===== src/rtl/pwc_pkg.sv =====
// Package: shared widths, register word addresses and bit positions for the
// port-write capture unit. Assumes a word-addressed register space.
package pwc_pkg;
    localparam int WORD_W    = 32;
    localparam int MSG_WORDS = 16;
    localparam int ADDR_W    = 5;

    localparam logic [ADDR_W-1:0] A_MODE    = 5'd0;
    localparam logic [ADDR_W-1:0] A_STATUS  = 5'd1;
    localparam logic [ADDR_W-1:0] A_BASE_HI = 5'd2;
    localparam logic [ADDR_W-1:0] A_BASE_LO = 5'd3;
    localparam logic [ADDR_W-1:0] A_BUF     = 5'd16;

    // mode bits
    localparam int M_EN   = 0;
    localparam int M_CQ   = 1;
    localparam int M_EIE  = 5;
    localparam int M_QFIE = 8;
    localparam int M_SEN  = 20;
    // status bits
    localparam int S_BUSY = 2;
    localparam int S_DISC = 3;
    localparam int S_QFI  = 4;
    localparam int S_TE   = 7;
    localparam int S_QF   = 20;
endpackage


===== src/rtl/pwc_mode_regs.sv =====
// Mode and base-address registers. Clear-queue is emitted as a one-cycle
// pulse and never stored. Base registers are writable only while disabled.
module pwc_mode_regs
    import pwc_pkg::*;
(
    input  logic              clk,
    input  logic              rst_n,
    input  logic              reg_wr,
    input  logic [ADDR_W-1:0] reg_addr,
    input  logic [WORD_W-1:0] reg_wdata,
    output logic              en,
    output logic              eie,
    output logic              qfie,
    output logic              cq_pulse,
    output logic [WORD_W-1:0] mode_word,
    output logic [WORD_W-1:0] base_hi,
    output logic [WORD_W-1:0] base_lo
);
    logic sen;
    logic wr_mode;

    assign wr_mode  = reg_wr && (reg_addr == A_MODE);
    assign cq_pulse = wr_mode && reg_wdata[M_CQ];

    // Mode bit storage.
    always_ff @(posedge clk) begin
        if (!rst_n) begin
            en <= 1'b0; eie <= 1'b0; qfie <= 1'b0; sen <= 1'b0;
        end else if (wr_mode) begin
            en   <= reg_wdata[M_EN];
            eie  <= reg_wdata[M_EIE];
            qfie <= reg_wdata[M_QFIE];
            sen  <= reg_wdata[M_SEN];
        end
    end

    // Base registers, configuration allowed only while disabled.
    always_ff @(posedge clk) begin
        if (!rst_n) begin
            base_hi <= '0;
            base_lo <= '0;
        end else if (reg_wr && !en) begin
            if (reg_addr == A_BASE_HI) base_hi <= reg_wdata;
            if (reg_addr == A_BASE_LO) base_lo <= reg_wdata;
        end
    end

    // Readback image of the mode register.
    always_comb begin
        mode_word         = '0;
        mode_word[M_EN]   = en;
        mode_word[M_EIE]  = eie;
        mode_word[M_QFIE] = qfie;
        mode_word[M_SEN]  = sen;
    end
endmodule


===== src/rtl/pwc_capture.sv =====
// Capture slot: counts message beats, stores an accepted message, marks the
// slot full on the last beat and reports a drop on the first beat of a
// message that meets a full slot. Assumes fixed-length messages.
module pwc_capture
    import pwc_pkg::*;
#(
    parameter int N_WORDS = MSG_WORDS,
    parameter int W       = WORD_W
) (
    input  logic                       clk,
    input  logic                       rst_n,
    input  logic                       en,
    input  logic                       beat_valid,
    input  logic [W-1:0]               beat_data,
    input  logic                       cq_pulse,
    input  logic [$clog2(N_WORDS)-1:0] rd_idx,
    output logic [W-1:0]               rd_word,
    output logic                       full,
    output logic                       busy,
    output logic                       done_pulse,
    output logic                       drop_pulse
);
    localparam int IDX_W = $clog2(N_WORDS);
    localparam logic [IDX_W-1:0] LAST = IDX_W'(N_WORDS - 1);

    logic [IDX_W-1:0] idx;
    logic             accepting;
    logic             take;
    logic [W-1:0]     slot [N_WORDS];

    assign take       = en && beat_valid && ((idx == '0) ? !full : accepting);
    assign done_pulse = take && (idx == LAST);
    assign drop_pulse = en && beat_valid && (idx == '0) && full;
    assign busy       = accepting && (idx != '0);
    assign rd_word    = slot[rd_idx];

    // Beat position and accept decision for the current message.
    always_ff @(posedge clk) begin
        if (!rst_n || !en) begin
            idx       <= '0;
            accepting <= 1'b0;
        end else if (beat_valid) begin
            idx <= (idx == LAST) ? '0 : idx + 1'b1;
            if (idx == '0) accepting <= !full;
        end
    end

    // Slot occupancy: set on last accepted beat, released by clear-queue.
    always_ff @(posedge clk) begin
        if (!rst_n)          full <= 1'b0;
        else if (done_pulse) full <= 1'b1;
        else if (cq_pulse)   full <= 1'b0;
    end

    // Message word storage, one lane per beat position.
    for (genvar g = 0; g < N_WORDS; g++) begin : g_lane
        always_ff @(posedge clk) begin
            if (!rst_n)                          slot[g] <= '0;
            else if (take && idx == IDX_W'(g))   slot[g] <= beat_data;
        end
    end
endmodule


===== src/rtl/pwc_status.sv =====
// Status flags and interrupt. Flags are write-1-to-clear; the error flag
// clears only while the unit is disabled.
module pwc_status
    import pwc_pkg::*;
(
    input  logic              clk,
    input  logic              rst_n,
    input  logic              en,
    input  logic              eie,
    input  logic              qfie,
    input  logic              done_pulse,
    input  logic              drop_pulse,
    input  logic              link_err,
    input  logic              wr_status,
    input  logic [WORD_W-1:0] wdata,
    output logic              qfi,
    output logic              disc,
    output logic              te,
    output logic              irq
);
    // Capture interrupt flag.
    always_ff @(posedge clk) begin
        if (!rst_n)                      qfi <= 1'b0;
        else if (done_pulse)             qfi <= 1'b1;
        else if (wr_status && wdata[S_QFI]) qfi <= 1'b0;
    end

    // Discarded flag.
    always_ff @(posedge clk) begin
        if (!rst_n)                       disc <= 1'b0;
        else if (drop_pulse)              disc <= 1'b1;
        else if (wr_status && wdata[S_DISC]) disc <= 1'b0;
    end

    // Transaction error flag, cleared only with the unit disabled.
    always_ff @(posedge clk) begin
        if (!rst_n)                                 te <= 1'b0;
        else if (en && link_err)                    te <= 1'b1;
        else if (wr_status && wdata[S_TE] && !en)   te <= 1'b0;
    end

    // Interrupt request.
    assign irq = (qfi && qfie) || (te && eie);
endmodule


===== src/rtl/pw_capture_unit.sv =====
// Top: port-write capture unit. Wires the mode registers, capture slot and
// status flags, and decodes register reads. Reads are combinational.
module pw_capture_unit
    import pwc_pkg::*;
(
    input  logic              clk,
    input  logic              rst_n,
    input  logic              link_valid,
    input  logic [WORD_W-1:0] link_data,
    input  logic              link_err,
    input  logic              reg_wr,
    input  logic [ADDR_W-1:0] reg_addr,
    input  logic [WORD_W-1:0] reg_wdata,
    output logic [WORD_W-1:0] reg_rdata,
    output logic              irq
);
    localparam int IDX_W = $clog2(MSG_WORDS);

    logic en, eie, qfie, cq_pulse;
    logic [WORD_W-1:0] mode_word, base_hi, base_lo, buf_word, status_word;
    logic full, busy, done_pulse, drop_pulse;
    logic qfi, disc, te;

    pwc_mode_regs u_mode (
        .clk(clk), .rst_n(rst_n), .reg_wr(reg_wr), .reg_addr(reg_addr),
        .reg_wdata(reg_wdata), .en(en), .eie(eie), .qfie(qfie),
        .cq_pulse(cq_pulse), .mode_word(mode_word),
        .base_hi(base_hi), .base_lo(base_lo)
    );

    pwc_capture #(.N_WORDS(MSG_WORDS), .W(WORD_W)) u_cap (
        .clk(clk), .rst_n(rst_n), .en(en), .beat_valid(link_valid),
        .beat_data(link_data), .cq_pulse(cq_pulse),
        .rd_idx(reg_addr[IDX_W-1:0]), .rd_word(buf_word), .full(full),
        .busy(busy), .done_pulse(done_pulse), .drop_pulse(drop_pulse)
    );

    pwc_status u_stat (
        .clk(clk), .rst_n(rst_n), .en(en), .eie(eie), .qfie(qfie),
        .done_pulse(done_pulse), .drop_pulse(drop_pulse), .link_err(link_err),
        .wr_status(reg_wr && reg_addr == A_STATUS), .wdata(reg_wdata),
        .qfi(qfi), .disc(disc), .te(te), .irq(irq)
    );

    // Status readback image.
    always_comb begin
        status_word         = '0;
        status_word[S_BUSY] = busy;
        status_word[S_DISC] = disc;
        status_word[S_QFI]  = qfi;
        status_word[S_TE]   = te;
        status_word[S_QF]   = full;
    end

    // Register read decode.
    always_comb begin
        if (reg_addr >= A_BUF)             reg_rdata = buf_word;
        else if (reg_addr == A_MODE)       reg_rdata = mode_word;
        else if (reg_addr == A_STATUS)     reg_rdata = status_word;
        else if (reg_addr == A_BASE_HI)    reg_rdata = base_hi;
        else if (reg_addr == A_BASE_LO)    reg_rdata = base_lo;
        else                               reg_rdata = '0;
    end
endmodule


===== config.mk =====
export PLATFORM = sky130hd
export DESIGN_NAME = pw_capture_unit
export DESIGN_NICKNAME = d
export VERILOG_FILES = /design/src/rtl/pwc_pkg.sv /design/src/rtl/pwc_mode_regs.sv /design/src/rtl/pwc_capture.sv /design/src/rtl/pwc_status.sv /design/src/rtl/pw_capture_unit.sv
export SDC_FILE = /design/constraint.sdc
export NUM_CORES = 1
export LEC_CHECK = 0
export BUFFER_PORTS_ARGS = -buffer_cell sky130_fd_sc_hd__buf_2
export CORE_ASPECT_RATIO = 1.2
export CORE_MARGIN = 2
export CORE_UTILIZATION = 62
export CTS_BUF_LIST = sky130_fd_sc_hd__clkbuf_16
export DETAILED_ROUTE_END_ITERATION = 8
export PLACE_DENSITY_LB_ADDON = 0.08
export SLEW_MARGIN = 20
export SYNTH_ARGS = -nofsm -noshare
export SYNTH_HDL_FRONTEND = slang
export SYNTH_SLANG_ARGS = --single-unit

===== constraint.sdc =====
create_clock -name clk -period 6.05 [get_ports clk]
set_input_delay 1.21 -clock clk [delete_from_list [all_inputs] [get_ports clk]]
set_output_delay 1.21 -clock clk [all_outputs]
set_load 0.005 [all_outputs]

* Word level (Yosys, flattened, before mapping) *
Memory sizes are Yosys's and may differ from the RTL's.
Cells that the tools add are included.

word-level totals
  input port bits = 74
  bits in writable memories = 512
  register bits after elaboration = 77
  memories kept = 1
  output and inout port bits = 33
  word-level logic and storage cells = 175

memories
  name        depth  bits a word  read ports  clocked after memory_dff  wr ports  RTL line           RTL
  u_cap.slot  16     32           1           0                         16        pwc_capture.sv:29  logic [W-1:0] slot [N_WORDS];

cells by class
  order comparisons = 1
  bitwise operators = 16
  eq/ne operators = 18
  reduce and logical (&&, ||, !) cells = 46
  add/subtract/negate cells = 1
  mux-type cells = 80

operator list
  kind                                                 count
  two-way mux 32 bit                                   21
  two-way mux 1 bit                                    58
  equality test 4 bit, second input constant           8
  logical AND 1 bit                                    32
  equality test 4 x 3 -> 1 bit, second input constant  4
  OR 1 bit                                             16
  equality test 5 x 2 -> 1 bit, second input constant  2
  equality test 4 x 2 -> 1 bit, second input constant  2
  nonzero test 2 bit                                   4
  equality test 5 x 1 -> 1 bit, second input constant  1
  >= comparator 5 bit, second input constant           1
  logical NOT 5 bit                                    1
  adder 4 x 1 -> 4 bit, second input constant          1
  equality test 4 x 1 -> 1 bit, second input constant  1
  logical NOT 4 bit                                    1
  two-way mux 4 bit                                    1
  AND reduction 2 bit                                  2
  nonzero test 4 bit                                   1
  logical NOT 1 bit                                    3
  logical OR 1 bit                                     2

* Depth between registers and ports, before layout *
Gate-level depths: netlist of run 1.

  word-level depth = 8
  mapped depth = 8
  gate-level depth less buffers = 6

* Hierarchy *
Synthesis of run 1 repeated with hierarchy kept, for this count alone.

second synthesis, totals
  cell total of the unflattened synthesis = 2,032
  area total of the unflattened synthesis = 27,445.1 um^2

by module, submodules not included
  module           times used  cells each  area an instance (um^2)  seq. area each (um^2)
  pwc_capture      1           1,565       23,246.0                 15,494.9
  pwc_mode_regs    1           295         2,808.9                  1,361.3
  pw_capture_unit  1           160         1,270.0                  0.0
  pwc_status       1           12          120.1                    60.1

* Worst setup path after synthesis of run 1 *
Ideal clock, no wire load.

  path kind = input -> register
  start point = input port link_valid
  end point = memory u_cap.slot[14][0] (netlist name) (enable)
  arrival time = 4.210 ns
  cell stages on the path = 3
  path buffers = 1
  slack = 1.374 ns
  cells stage by stage = clkbuf_1 -> o2111ai_1 -> o21ai_0

RTL lines
  element      RTL line              RTL
  from (decl)  pw_capture_unit.sv:8  input logic link_valid,
  to (decl)    pwc_capture.sv:29

* Worst setup path after layout of run 1 *
  start point = input port reg_addr[3]
  end point = output port reg_rdata[30]

between the ends
  word-level cells in the longest chain between the ends = 6
  elaborated cells on any way between the ends = 11

ends and longest elaborated chain
  element                       RTL line               RTL
  from (decl)                   pw_capture_unit.sv:12  input logic [ADDR_W-1:0] reg_addr,
  equality test 5 x 2 -> 1 bit  pw_capture_unit.sv:61  else if (reg_addr == A_BASE_LO) reg_rdata = base_lo;
  two-way mux 32 bit            pw_capture_unit.sv:61
  two-way mux 32 bit            pw_capture_unit.sv:60  else if (reg_addr == A_BASE_HI) reg_rdata = base_hi;
  two-way mux 32 bit            pw_capture_unit.sv:59  else if (reg_addr == A_STATUS) reg_rdata = status_word;
  two-way mux 32 bit            pw_capture_unit.sv:58  else if (reg_addr == A_MODE) reg_rdata = mode_word;
  two-way mux 32 bit (*)        pw_capture_unit.sv:57  if (reg_addr >= A_BUF) reg_rdata = buf_word;
  to (decl)                     pw_capture_unit.sv:14  output logic [WORD_W-1:0] reg_rdata,

Every way passes the cells marked *; elsewhere a longest branch is shown, timed or not.

==> results of run 1 <==
worst min-delay path, delay by kind of cell (launching register included):
kind	cells	cell delay, ps
DFF	1	310
AOI/OAI and AO/OA	1	50
and+or+nand+nor	1	50
report_power, final:
group          total, mW  switching [mW]  internal (mW)  leakage, nW
clock network       3.44            1.52           1.92        0.964
logic              0.572           0.351          0.221         3.97
registers           4.60          0.0446           4.56         5.64
state kept, by name, indices dropped and copies added (netlist names), 4 cells and up:
name	cells
u_mode.base_hi	32
u_cap.slot	512
u_mode.base_lo	32
u_cap.idx	4
routing by layer:
layer  GRT usage, %  wire, µm  vias to the layer above
met2           54.5     36000                     1008
met5              0        25                        -
met4           13.2      2970                        4
li1               -         -                     6891
met1           48.2     28100                     8391
met3           6.75      8300                      216
cell families after synthesis:
logic type,synth area share (%)
DFF,63.6
muxes,12.6
xor gates and xnor gates,0.0659
AOI/OAI and AO/OA,5.47
buffers and inverters,2.63
adders and majority gates,0.188
and+or+nand+nor,15.4
synth_stat cells, drive strengths merged, types with 2 or more instances:
cell type,instances
nor3,5
dfxtp,77
clkbuf,90
nand2b,6
nand3,2
nand3b,3
nand2,142
nand4,2
mux2,7
edfxtp,512
o221ai,4
inv,3
nor2b,6
or3,3
a31oi,5
a211oi,2
and2,516
buf,70
a22oi,52
mux2i,46
o21ai,17
mux4,125
a21boi,66
ha,4
a31o,2
a22o,2
a32o,2
a21oi,5
o2111ai,4
xor2,2
o211ai,29
nor2,27
metrics by stage:
step / instances / utilization (%) / cell area [µm²] / power, mW / hold slack [ps]
final: 2513 / 69.6 / 29600 / 8.61 / 453
after global routing: 2511 / 69.6 / 29600 / 8.82 / 473
after detailed placement: 2401 / 65.3 / 27800 / 5.25 / 447
after floorplan: 1850 / - / 26600 / 5.01 / 432
after global placement: 2401 / 65.3 / 27800 / 5.23 / 439
after CTS: 2508 / 69.5 / 29600 / 8.62 / 455
area by class of cell:
class                      instances  share of cell area (%)
clock buffer                      59                    4.98
tap                              552                    2.33
antenna                            4                  0.0338
inverter                           3                  0.0380
clock inverter                    48                    1.03
timing repair buffer             160                    3.33
multi-input combinational       1098                    31.1
sequential                       589                    57.1
worst min path at each step:
stage / start / endpoint / cells after the start
final: u_mode.base_lo[11] / u_mode.base_lo[11] / 2
after global routing: u_mode.base_hi[7] / u_mode.base_hi[7] / 2
after CTS: u_mode.base_hi[8] / u_mode.base_hi[8] / 2
after detailed placement: u_mode.base_hi[8] / u_mode.base_hi[8] / 2
after global placement: u_mode.base_lo[7] / u_mode.base_lo[7] / 2
after floorplan: u_mode.base_lo[20] / u_mode.base_lo[20] / 2
==> run summary, run 1 <==
Traced cell by cell, the critical path runs through buf_2, or3_1, nor2_2, buf_12, a22oi_1, o211ai_1, buf_2. The worst setup path is launched from an input pin. Post-CTS timing repair inserted 0 buffers for setup. The half-perimeter wire length after placement is 42.1 mm. The die span in x is around 190 µm. Cells with a size suffix above 1 make up between 20% and 30% of the layout.

Yosys mapped a number of flops with a built-in enable equal to 512. Ranked by total cell area, the synthesized netlist is headed by sky130_fd_sc_hd__edfxtp_1, sky130_fd_sc_hd__and2_1, sky130_fd_sc_hd__mux4_2. The highest net fanout along the worst path came out at 21. The kind of cell with the highest combined delay along the critical path is simple AND/OR/NAND/NOR gates. Among all stages on the critical path, the largest delay is contributed by sky130_fd_sc_hd__nor2_2. In this run the worst hold path is classified as reg2reg. The maximum operating frequency is around 210 MHz. The number of DRC markers after the initial detailed-route iteration is approximately 2000. Setup repair after global routing left no endpoint under its margin. The count of unresolved DRC violations after routing is 0. Summed over all failing endpoints, the final setup total negative slack is 0 ps. The wire length reported by the detailed router came out at between 70 and 80 mm. By startpoint and endpoint, the worst setup path is classified as in2out.

The fraction of registers with async set or reset after synthesis is 0%. The highest ir drop seen on vdd is 0.235 mV. After synthesis, the largest area contributor takes up between 50% and 60% of total cell area.

The starting density of the core is between 60% and 70%. The slack of the critical path came out at roughly 1300 ps. The post-cts hold buffer count came out at 0. Once detail routing completed, the nets flagged for antenna violations numbered 0. The maximum number of pins on one net before global-route repair is between 60 and 70. The worst register-to-register path begins at u_cap.idx[0].

The worst path buffer plus inverter count came out at 3. STA classifies the critical path endpoint as a primary output. Max-cap violations in this run came to 0. For this run, the leading register cell type out of synthesis is sky130_fd_sc_hd__edfxtp_1. The number of global-route vias before repair came out at 16200.

In the routed layout, each cell is associated on average with a via count of 6.57. The total global-route track usage came out at 34.6%. The area of the mapped netlist came out at 0.0266 mm². Of all cell types, the one taking the most synthesized area is sky130_fd_sc_hd__edfxtp_1. The residual overflow from global routing is 0. The final-stage net count came out at between 1500 and 2000. The core outline area is around 0.043 mm². The number of fillers in the final layout is ~2900. The standby leakage power is 10.6 nW. The number of placement rows came out at between 80 and 90.

The first detailed-routing pass took 6 iterations. The cell area power density came out at approximately 290 mW/mm². The max-slew violation count came out at 0.

The clock-pin transition on the worst setup and hold timing paths is 60 ps. Across all register-to-register paths, the minimum setup slack is approximately 2700 ps. The wire length of the first global-routing pass is 108 mm. The worst slew margin relative to its limit is 22.3%. The largest buffer count on any clock path is 3.

The post-synthesis cell count came out at about 1900. In this run the worst setup path begins at reg_addr[3]. The slew at the pin closest to its max-slew limit came out at ~1200 ps. The data arrival at the endpoint of the critical path came out at between 3000 and 4000 ps. Summing all multi-input logic gate instances after layout gives ~0.0092 mm². The post-route clock period utilization came out at between 70% and 80%. The clock insertion delay at the later pin of the skew report came out at between 600 and 700 ps. The cell occurring most often along the worst timing path is sky130_fd_sc_hd__buf_2.

The portion of the post-synthesis area used by sequential elements is a little under two thirds. Leaving out fill and tap cells, the most frequent cell in the layout is sky130_fd_sc_hd__and2_1. The I/O pin count is 107. Setup violations remaining at the end of the flow were counted as 0. Dividing the detail-routed wire length by the instance count gives 30.0 µm.

The total of warnings raised by yosys came out at 0. The delay of the slowest critical-path stage came out at ~660 ps. The synthesized net count is 1928.

The worst reg2reg path endpoint is u_cap.slot[9][12]. The number of buffers added on ports is about 110. The area of the die came out at 0.0446 mm². Relative to the synthesized area, the layout overhead comes to 11.4%. The H-tree level count came out at 2. In this run the number of cells on the critical path is 7. STA puts the critical path data required time at between 4000 and 5000 ps. The cell at the root of the clock tree is sky130_fd_sc_hd__clkbuf_16. In this run, synthesis produced a sequential element count of ~590. The flow ran to the end, and the final reports show no timing, DRC or antenna violations.

The post-route minimum period came out at about 4700 ps. The post-synthesis average cell area came out at about 14 µm². The initial antenna violation count is 12. Gates resized during post-CTS repair numbered 0. The die height came out at ~230 µm. The routed via count is ~17000.

TritonCTS built the clock tree. The worst-case reg-to-reg path depth is 6. Following the worst setup path forward leads to its endpoint at reg_rdata[30]. The worst clock skew is 26.4 ps. The clock net in this run drives a total of 589 sinks. The number of clock buffers inserted by TritonCTS came out at 58. Counting distinct cell types in the post-synthesis netlist gives 50. The library cells used most frequently in the layout, excluding fill and tap cells, are sky130_fd_sc_hd__and2_1, sky130_fd_sc_hd__edfxtp_1, sky130_fd_sc_hd__nand2_1. The footprint of the flip-flops and latches is between 0.015 and 0.02 mm². The number of hold violations in the final report came out at 0.

The worst setup slack after placement came out at approximately 1400 ps. At the end of routability-driven placement, the weighted congestion stood at about 0.86.
No activity file was read; power rests on OpenSTA's default activity.
==> inputs of run 2 (changes only) <==
ABC_AREA = 1   (was not set)
CORE_UTILIZATION = 56   (was 62)
clock period = 4.15 ns   (was 6.05 ns; I/O delays follow)
==> run 2 against run 1 <==
Effect of this change:
- sequential power rose by 44%
- final cell count rose by 53%
- die area rose by 15%
- core utilization fell by 7.4 points
- clock skew fell by 16 ps
- largest cell class unchanged
==> run summary, run 2 <==
The residual overflow from global routing is 0 (unchanged). The worst path in the final design needs a cycle of 3610 ps, including I/O delays and setup. The critical path class is in2out. The routed via count was 21400 (+30%). The most common cell in the netlist is sky130_fd_sc_hd__nand2_1. The count of unresolved DRC violations after routing came out at 0 (unchanged).

The die height is 248 µm (+7.4%). The area of the mapped netlist is 0.0278 mm² (+4.5%). The standby leakage power came out at 13.5 nW (+28%).

Setup repair after global routing left no endpoint under its margin. The wire length of the first global-routing pass is 122 mm (+13%). The mean routed wirelength per cell is 21.0 µm (-30%). TritonCTS built the clock tree. The slack of the critical path is 535 ps (-801 ps). The worst setup slack after placement came to 534 ps (-820 ps).

The initial antenna violation count came out at 0 (-12). The critical path goes through buf_2, nor2_4, nand3_1, inv_2, buf_4, a22o_1, inv_1, nand2_1, buf_2. The fraction of registers with async set or reset after synthesis was 0% (unchanged). The H-tree level count is 2 (unchanged). The data arrival at the endpoint of the critical path came out at 2780 ps (-720 ps). The post-synthesis cell count was 3152 (+70%). The synthesized net count came out at 3230 (+68%).

The highest net fanout along the worst path is 20 (-4.8%). The total of warnings raised by yosys came out at 0 (unchanged). By area the synthesized netlist is led by sky130_fd_sc_hd__edfxtp_1, sky130_fd_sc_hd__nand2_1, sky130_fd_sc_hd__nor2_1. The clock insertion delay at the later pin of the skew report is 620 ps (about the same). The final standard cell count with taps included and fillers excluded came out at 3843 (+53%). The total global-route track usage is 31.4% (-3.2 points). The area of the die is 0.0514 mm² (+15%). The clock-pin transition on the worst setup and hold timing paths is 60 ps (about the same). The slew at the pin closest to its max-slew limit came out at 1020 ps (-139 ps).

The number of fillers in the final layout came to 4239 (+44%). The number of buffers added on ports came to 106 (unchanged). The cell area after placement came out at 0.0286 mm² (+3.0%). The number of global-route vias before repair is 20900 (+29%). The worst setup path is launched from an input pin. The total iterations of the first detailed-routing run came out at 6 (unchanged). The commonest cells after synthesis are sky130_fd_sc_hd__nand2_1, sky130_fd_sc_hd__nor2_1, sky130_fd_sc_hd__edfxtp_1. The placed cell count is 3734 (+56%). The number of DRC markers after the initial detailed-route iteration came out at 2269 (+15%).

The area added between synthesis and finish came out at 9.78%. The cell taking the most area after synthesis is sky130_fd_sc_hd__edfxtp_1. The worst hold path belongs to the class reg2reg. The post-CTS setup repair buffer count is 0 (unchanged).

The largest registers in the layout are u_cap.slot x512, u_mode.base_hi x32, u_mode.base_lo x32. The weighted congestion at the end of routability-driven global placement is 0.857 (-0.95%). The post-synthesis average cell area is 8.82 µm² (-39%).

The post-cts hold buffer count came out at 0 (unchanged). The final design utilization is 62.1% (-7.4 points). The flip-flop and latch count after synthesis was 589 (unchanged). The finished layout cell area is 0.0305 mm² (+3.0%). The share of cells above drive strength 1 came out at 11.5% (-9.4 points). The portion of the post-synthesis area used by sequential elements is 60.9% (-2.8 points). The worst slew margin relative to its limit is 31.6% (+9.3 points). The I/O pin count is 107 (unchanged).

The maximum operating frequency is roughly 280 MHz. The number of clock buffers inserted by TritonCTS was 59 (+1.7%). The average via count per standard cell is 5.57 (-15%).

The starting density of the core came out at 56.6% (-5.9 points). The worst clock skew is 10.7 ps (-15.7 ps). The max-slew violation count came out at 0 (unchanged). The number of hold violations in the final report is 0 (unchanged). The die span in x was 207 µm (+7.4%). The number of gates resized after cts is 0 (unchanged). The library cell used most frequently in the layout, excluding fill and tap cells, is sky130_fd_sc_hd__nand2_1. The total power consumption of the routed design came to 12.9 mW (+50%). The half-perimeter wire length after placement came to 45.9 mm (+9.1%).

The most used flip-flop cell after synthesis is sky130_fd_sc_hd__edfxtp_1. The delay of the slowest critical-path stage came out at 470 ps (-190 ps). The total negative slack is 0 ps (unchanged). The wire length reported by the detailed router was 80.6 mm (+7.0%). The count of nets left with antenna violations after detail routing is 0 (unchanged). Clock tree synthesis selected as its root buffer the cell sky130_fd_sc_hd__clkbuf_16. The count of flip-flops with a built-in enable after synthesis came out at 512 (unchanged). The count of different cell masters after synthesis came out at 27 (-46%). The required time of the worst setup path came out at 3320 ps (-1520 ps). The maximum number of pins on one net before global-route repair is 123 (+98%). The cell occurring most often along the worst timing path is sky130_fd_sc_hd__buf_2.

The number of placement rows came out at 89 (+7.2%). The post-route clock period utilization came out at 87.1%. The highest ir drop seen on vdd is 0.339 mV (+44%).

The final-stage net count is 3236 (+63%). The slowest stage of the critical path is the sky130_fd_sc_hd__nor2_4 cell. The cell area power density is 423 mW/mm² (+45%). The register with the most flip-flops in the final layout is u_cap.slot. The max-cap violation count was 0 (unchanged). The top-area cell type share of the netlist area came out at 55.3% (-2.5 points).

The core outline area is 0.0491 mm² (+15%). The tightest hold margin is 464 ps (+11.5 ps). In the layout the commonest cells are sky130_fd_sc_hd__nand2_1, sky130_fd_sc_hd__nor2_1, sky130_fd_sc_hd__edfxtp_1. The type of destination of the critical path is a primary output. The largest buffer count on any clock path is 3 (unchanged).

The number of clock sinks seen by CTS came out at 589 (unchanged). The final count of negative-setup-slack endpoints came out at 0 (unchanged). The flip-flop count of the largest register after layout came out at 512 (unchanged). The run finished with clean final reports.
-- run 2: routing by layer --
layer	GRT usage (%)	wire length [µm]	vias to the layer above	share of wire, %
li1	-	-	10000	-
met2	53.1	39400	971	49
met5	0	0	-	0
met3	4.36	6920	163	8.6
met1	40.4	30500	10200	38
met4	15.0	3730	0	4.6
-- run 2: worst paths after layout --
| check | cells past startpoint | start | slack, ps | end |
|---|---|---|---|---|
| max | 9 | reg_addr[2] | 540 | reg_rdata[30] |
| min | 2 | u_mode.base_hi[7] | 460 | u_mode.base_hi[7] |
| min reg2reg | 2 | u_mode.base_hi[7] | 460 | u_mode.base_hi[7] |
| max reg2reg | 10 | u_cap.idx[0] | 1200 | u_cap.slot[1][16] |
-- run 2: logic make-up (layout without fill, tap and decap cells) --
logic type	count (synthesis)	after routing	synth area share (%)
other cells	0	1	0
simple gates	2109	2109	30.8
fa+ha+maj	4	4	0.180
compound gates	124	124	2.62
buf+inv	326	379	5.52
flops	589	589	60.9
-- run 2: area by class of cell --
type,count,area [µm²],share of cell area [%]
flip-flops and latches,589,16900,55.4
multi-input cells,2237,9420,30.9
clock buffers,62,1550,5.08
repair buffers,157,1050,3.45
well taps,637,797,2.61
inverters,114,435,1.43
clock inverters,46,343,1.12
diodes,1,2.50,0.00820
-- run 2: where the power goes --
group | switching, mW | internal (mW) | total [mW]
registers | 0.0506 | 6.59 | 6.64
clock network | 2.24 | 3.04 | 5.28
logic | 0.748 | 0.239 | 0.987
-- run 2: critical path: cells and delay by family --
family                 cells  cell delay, ps
AND/OR/NAND/NOR            3             720
AO/OA/AOI/OAI              1             150
buffers and inverters      5            1050
==> inputs of run 3 (changes only) <==
CORE_UTILIZATION = 44   (was 56)
clock period = 4.5 ns   (was 4.15 ns; I/O delays follow)
==> run 3 against run 2 <==
Effect of this change:
- worst setup slack improved by 180 ps
- worst hold slack worse by 2.4 ps
- sequential share of layout area is 0.72 points lower
- count of clock-buffer cells in the layout is 7 higher
- first-iteration DRC count decreased by 7.3%
- design area up 1.3%
- wire length is 10% higher
==> run summary, run 3 (synthesis results as in run 2) <==
The flow ran to the end, and the final reports show no timing, DRC or antenna violations. The routed via count came to 21400 (-0.093%). The count of nets left with antenna violations after detail routing came out at 0 (unchanged).

The clock insertion delay at the later pin of the skew report came out at 600 ps (-20 ps). The worst path buffer plus inverter count came to 5 (unchanged). The share of cells above drive strength 1 came out at 12.1% (+0.57 points). The number of placement rows came out at 100 (+12%).

The flip-flop count of the largest register after layout came to 512 (unchanged). The startpoint identified for the worst register-to-register timing path is u_cap.idx[0]. The number of global-route vias before repair came out at 21300 (+2.0%). Setup repair after global routing left no endpoint under its margin. In the layout the commonest cells are sky130_fd_sc_hd__nand2_1, sky130_fd_sc_hd__nor2_1, sky130_fd_sc_hd__edfxtp_1.

The origin of the worst setup path is reg_addr[1]. The clock-pin transition on the worst setup and hold timing paths came to 50 ps (about the same). The number of clock buffers inserted by TritonCTS came out at 66 (+12%).

The number of hold violations in the final report came out at 0 (unchanged). The number of gates resized after cts is 0 (unchanged). The slew at the pin closest to its max-slew limit was 843 ps (-179 ps). The residual overflow from global routing came out at 0 (unchanged). The delay of the slowest critical-path stage came out at 480 ps (about the same). The total global-route track usage is 27.5% (-3.9 points). The weighted congestion at the end of routability-driven global placement came out at 0.860 (+0.46%). The highest net fanout along the worst path is 32 (+60%). The highest ir drop seen on vdd came out at 0.306 mV (-9.7%). The max-cap violation count came out at 0 (unchanged). The I/O pin count was 107 (unchanged). Timing would allow up to roughly 260 MHz. The average via count per standard cell is 5.30 (-4.8%). The wire length of the first global-routing pass was 132 mm (+8.3%). The slowest stage of the critical path is the sky130_fd_sc_hd__buf_4 cell. The initial antenna violation count is 1 (+1). The tree is rooted in a sky130_fd_sc_hd__clkbuf_16.

The die height is 279 µm (+13%). The largest buffer count on any clock path came out at 3 (unchanged). The standby leakage power is 13.6 nW (+0.68%). The number of buffers added on ports came out at 106 (unchanged). The critical path endpoint is reg_rdata[6].

The final-stage net count came out at 3251 (+0.46%). The class of the worst hold path is reg2reg. The maximum number of pins on one net before global-route repair came out at 129 (+4.9%). The half-perimeter wire length after placement was 50.4 mm (+9.8%). The mean routed wirelength per cell is 22.0 µm (+5.0%). The cell occurring most often along the worst timing path is sky130_fd_sc_hd__nand2_1. The share of total power in combinational logic came out at 7.7% (about the same). The sequential cell fraction of total power came out at 49.8% (-1.6 points). The worst setup path is captured at a primary output. In the final layout, the registers with the most flip-flops are u_cap.slot x512, u_mode.base_hi x32, u_mode.base_lo x32.

The worst reg-to-reg setup slack came to 1690 ps (+490 ps). Leaving out fill and tap cells, the most frequent cell in the layout is sky130_fd_sc_hd__nand2_1. Traced cell by cell, the critical path runs through buf_4, inv_4, buf_4, nand2_1, nand2_1, nand2_1, nand2_1, inv_1, nand2_1, nand2_1, nand2_1, buf_2. The required time of the worst setup path came out at 3600 ps (+280 ps). The wire length reported by the detailed router came to 88.8 mm (+10%). The worst path uses 84.0% of the clock period. By startpoint and endpoint, the worst setup path is classified as in2out. Among cell families on the critical path, the largest total delay comes from buffers and inverters. The core outline area came out at 0.0623 mm² (+27%). The data arrival at the endpoint of the critical path was 2880 ps (+100 ps).

The post-cts hold buffer count came out at 0 (unchanged). The total negative slack came out at 0 ps (unchanged). The die span in x came to 233 µm (+13%). The post-CTS setup repair buffer count is 0 (unchanged).

u_cap.slot holds more flip-flops than any other register. The count of unresolved DRC violations after routing is 0 (unchanged). The cell area power density came to 398 mW/mm² (-6.0%). The depth of the critical timing path with buffers and inverters included is 12 (+3). The area of the die is 0.0652 mm² (+27%). The power spent charging and discharging nets came out at 2.95 mW (-2.9%). The area added between synthesis and finish came out at 11.2%.

The starting density of the core was 44.6% (-12 points). The worst clock skew is 22.0 ps (+11.4 ps). TritonCTS built the clock tree. The worst-case reg-to-reg path depth is 10 (unchanged).

The internal power summed over all cells is 9.35 mW (-5.3%). The post-route minimum period is roughly 3800 ps. The part of the total power dissipated in the clock network came out at 42.5% (+1.6 points). The max-slew violation count is 0 (unchanged). The final count of negative-setup-slack endpoints came out at 0 (unchanged).

The H-tree level count is 3 (+1). The number of inserted diodes is 0 (-1). The depth of the worst hold-timing path is 2 (unchanged). The number of DRC markers after the initial detailed-route iteration is 2104 (-7.3%). The worst slew margin relative to its limit came to 43.8% (+12 points). The number of clock sinks seen by CTS was 589 (unchanged). The switching part of the total is 24.0% (+0.45 points). The total power consumption of the routed design came out at 12.3 mW (-4.8%). The worst register-to-register path ends at u_cap.slot[13][29].

STA classifies the critical path startpoint as an input pin. The total iterations of the first detailed-routing run is 5 (-1).
-- run 3: worst min-delay path by stage --
stage	slack, ps	endpoint	from
finish	460	u_stat.disc	u_stat.disc
global route	490	u_mode.base_hi[7]	u_mode.base_hi[7]
CTS	470	u_stat.disc	u_stat.disc
detailed placement	460	u_mode.base_hi[7]	u_mode.base_hi[7]
global placement	450	u_mode.base_hi[7]	u_mode.base_hi[7]
floorplan	420	u_mode.base_hi[7]	u_mode.base_hi[7]
-- run 3: area by class of cell --
type	instances	area, µm²
Clock buffer	69	1730
Multi-Input combinational cell	2237	9420
Timing Repair Buffer	165	1070
Clock inverter	44	323
Tap cell	816	1020
Sequential cell	589	16900
Fill cell	5954	31400
Inverter	114	438
-- run 3: metrics by stage --
step	setup WS, ps	cells	instance area, µm²	hold WS, ps	utilization, %
floorplan	511	3152	27800	425	-
global route	576	4034	30900	486	49.6
global placement	765	3921	28900	446	46.3
detailed placement	742	3921	28900	457	46.3
CTS	729	4034	30900	466	49.6
finish	719	4034	30900	462	49.6
-- run 3: power by group through the flow --
stage / sequential [mW] / combinational, mW / clock [mW]
2_1_floorplan: 6.23 / 0.530 / 0
3_3_place_gp: 6.24 / 0.938 / 0
3_5_place_dp: 6.24 / 0.944 / 0
4_1_cts: 6.13 / 0.946 / 5.31
5_1_grt: 6.14 / 1.03 / 5.51
6_report: 6.13 / 0.944 / 5.23
-- run 3: routing by layer --
metal  global-route usage, %  part of all wire [%]
met2                    46.3                    48
met3                    3.32                   6.5
met5                       0                     0
met4                    11.4                   4.0
met1                    36.0                    41
-- run 3: tightest hold or removal path, cell delays in order (launching register included) --
cell                      delay, ps
sky130_fd_sc_hd__dfxtp_1        310
sky130_fd_sc_hd__nand2_1         60
sky130_fd_sc_hd__a21oi_1         50
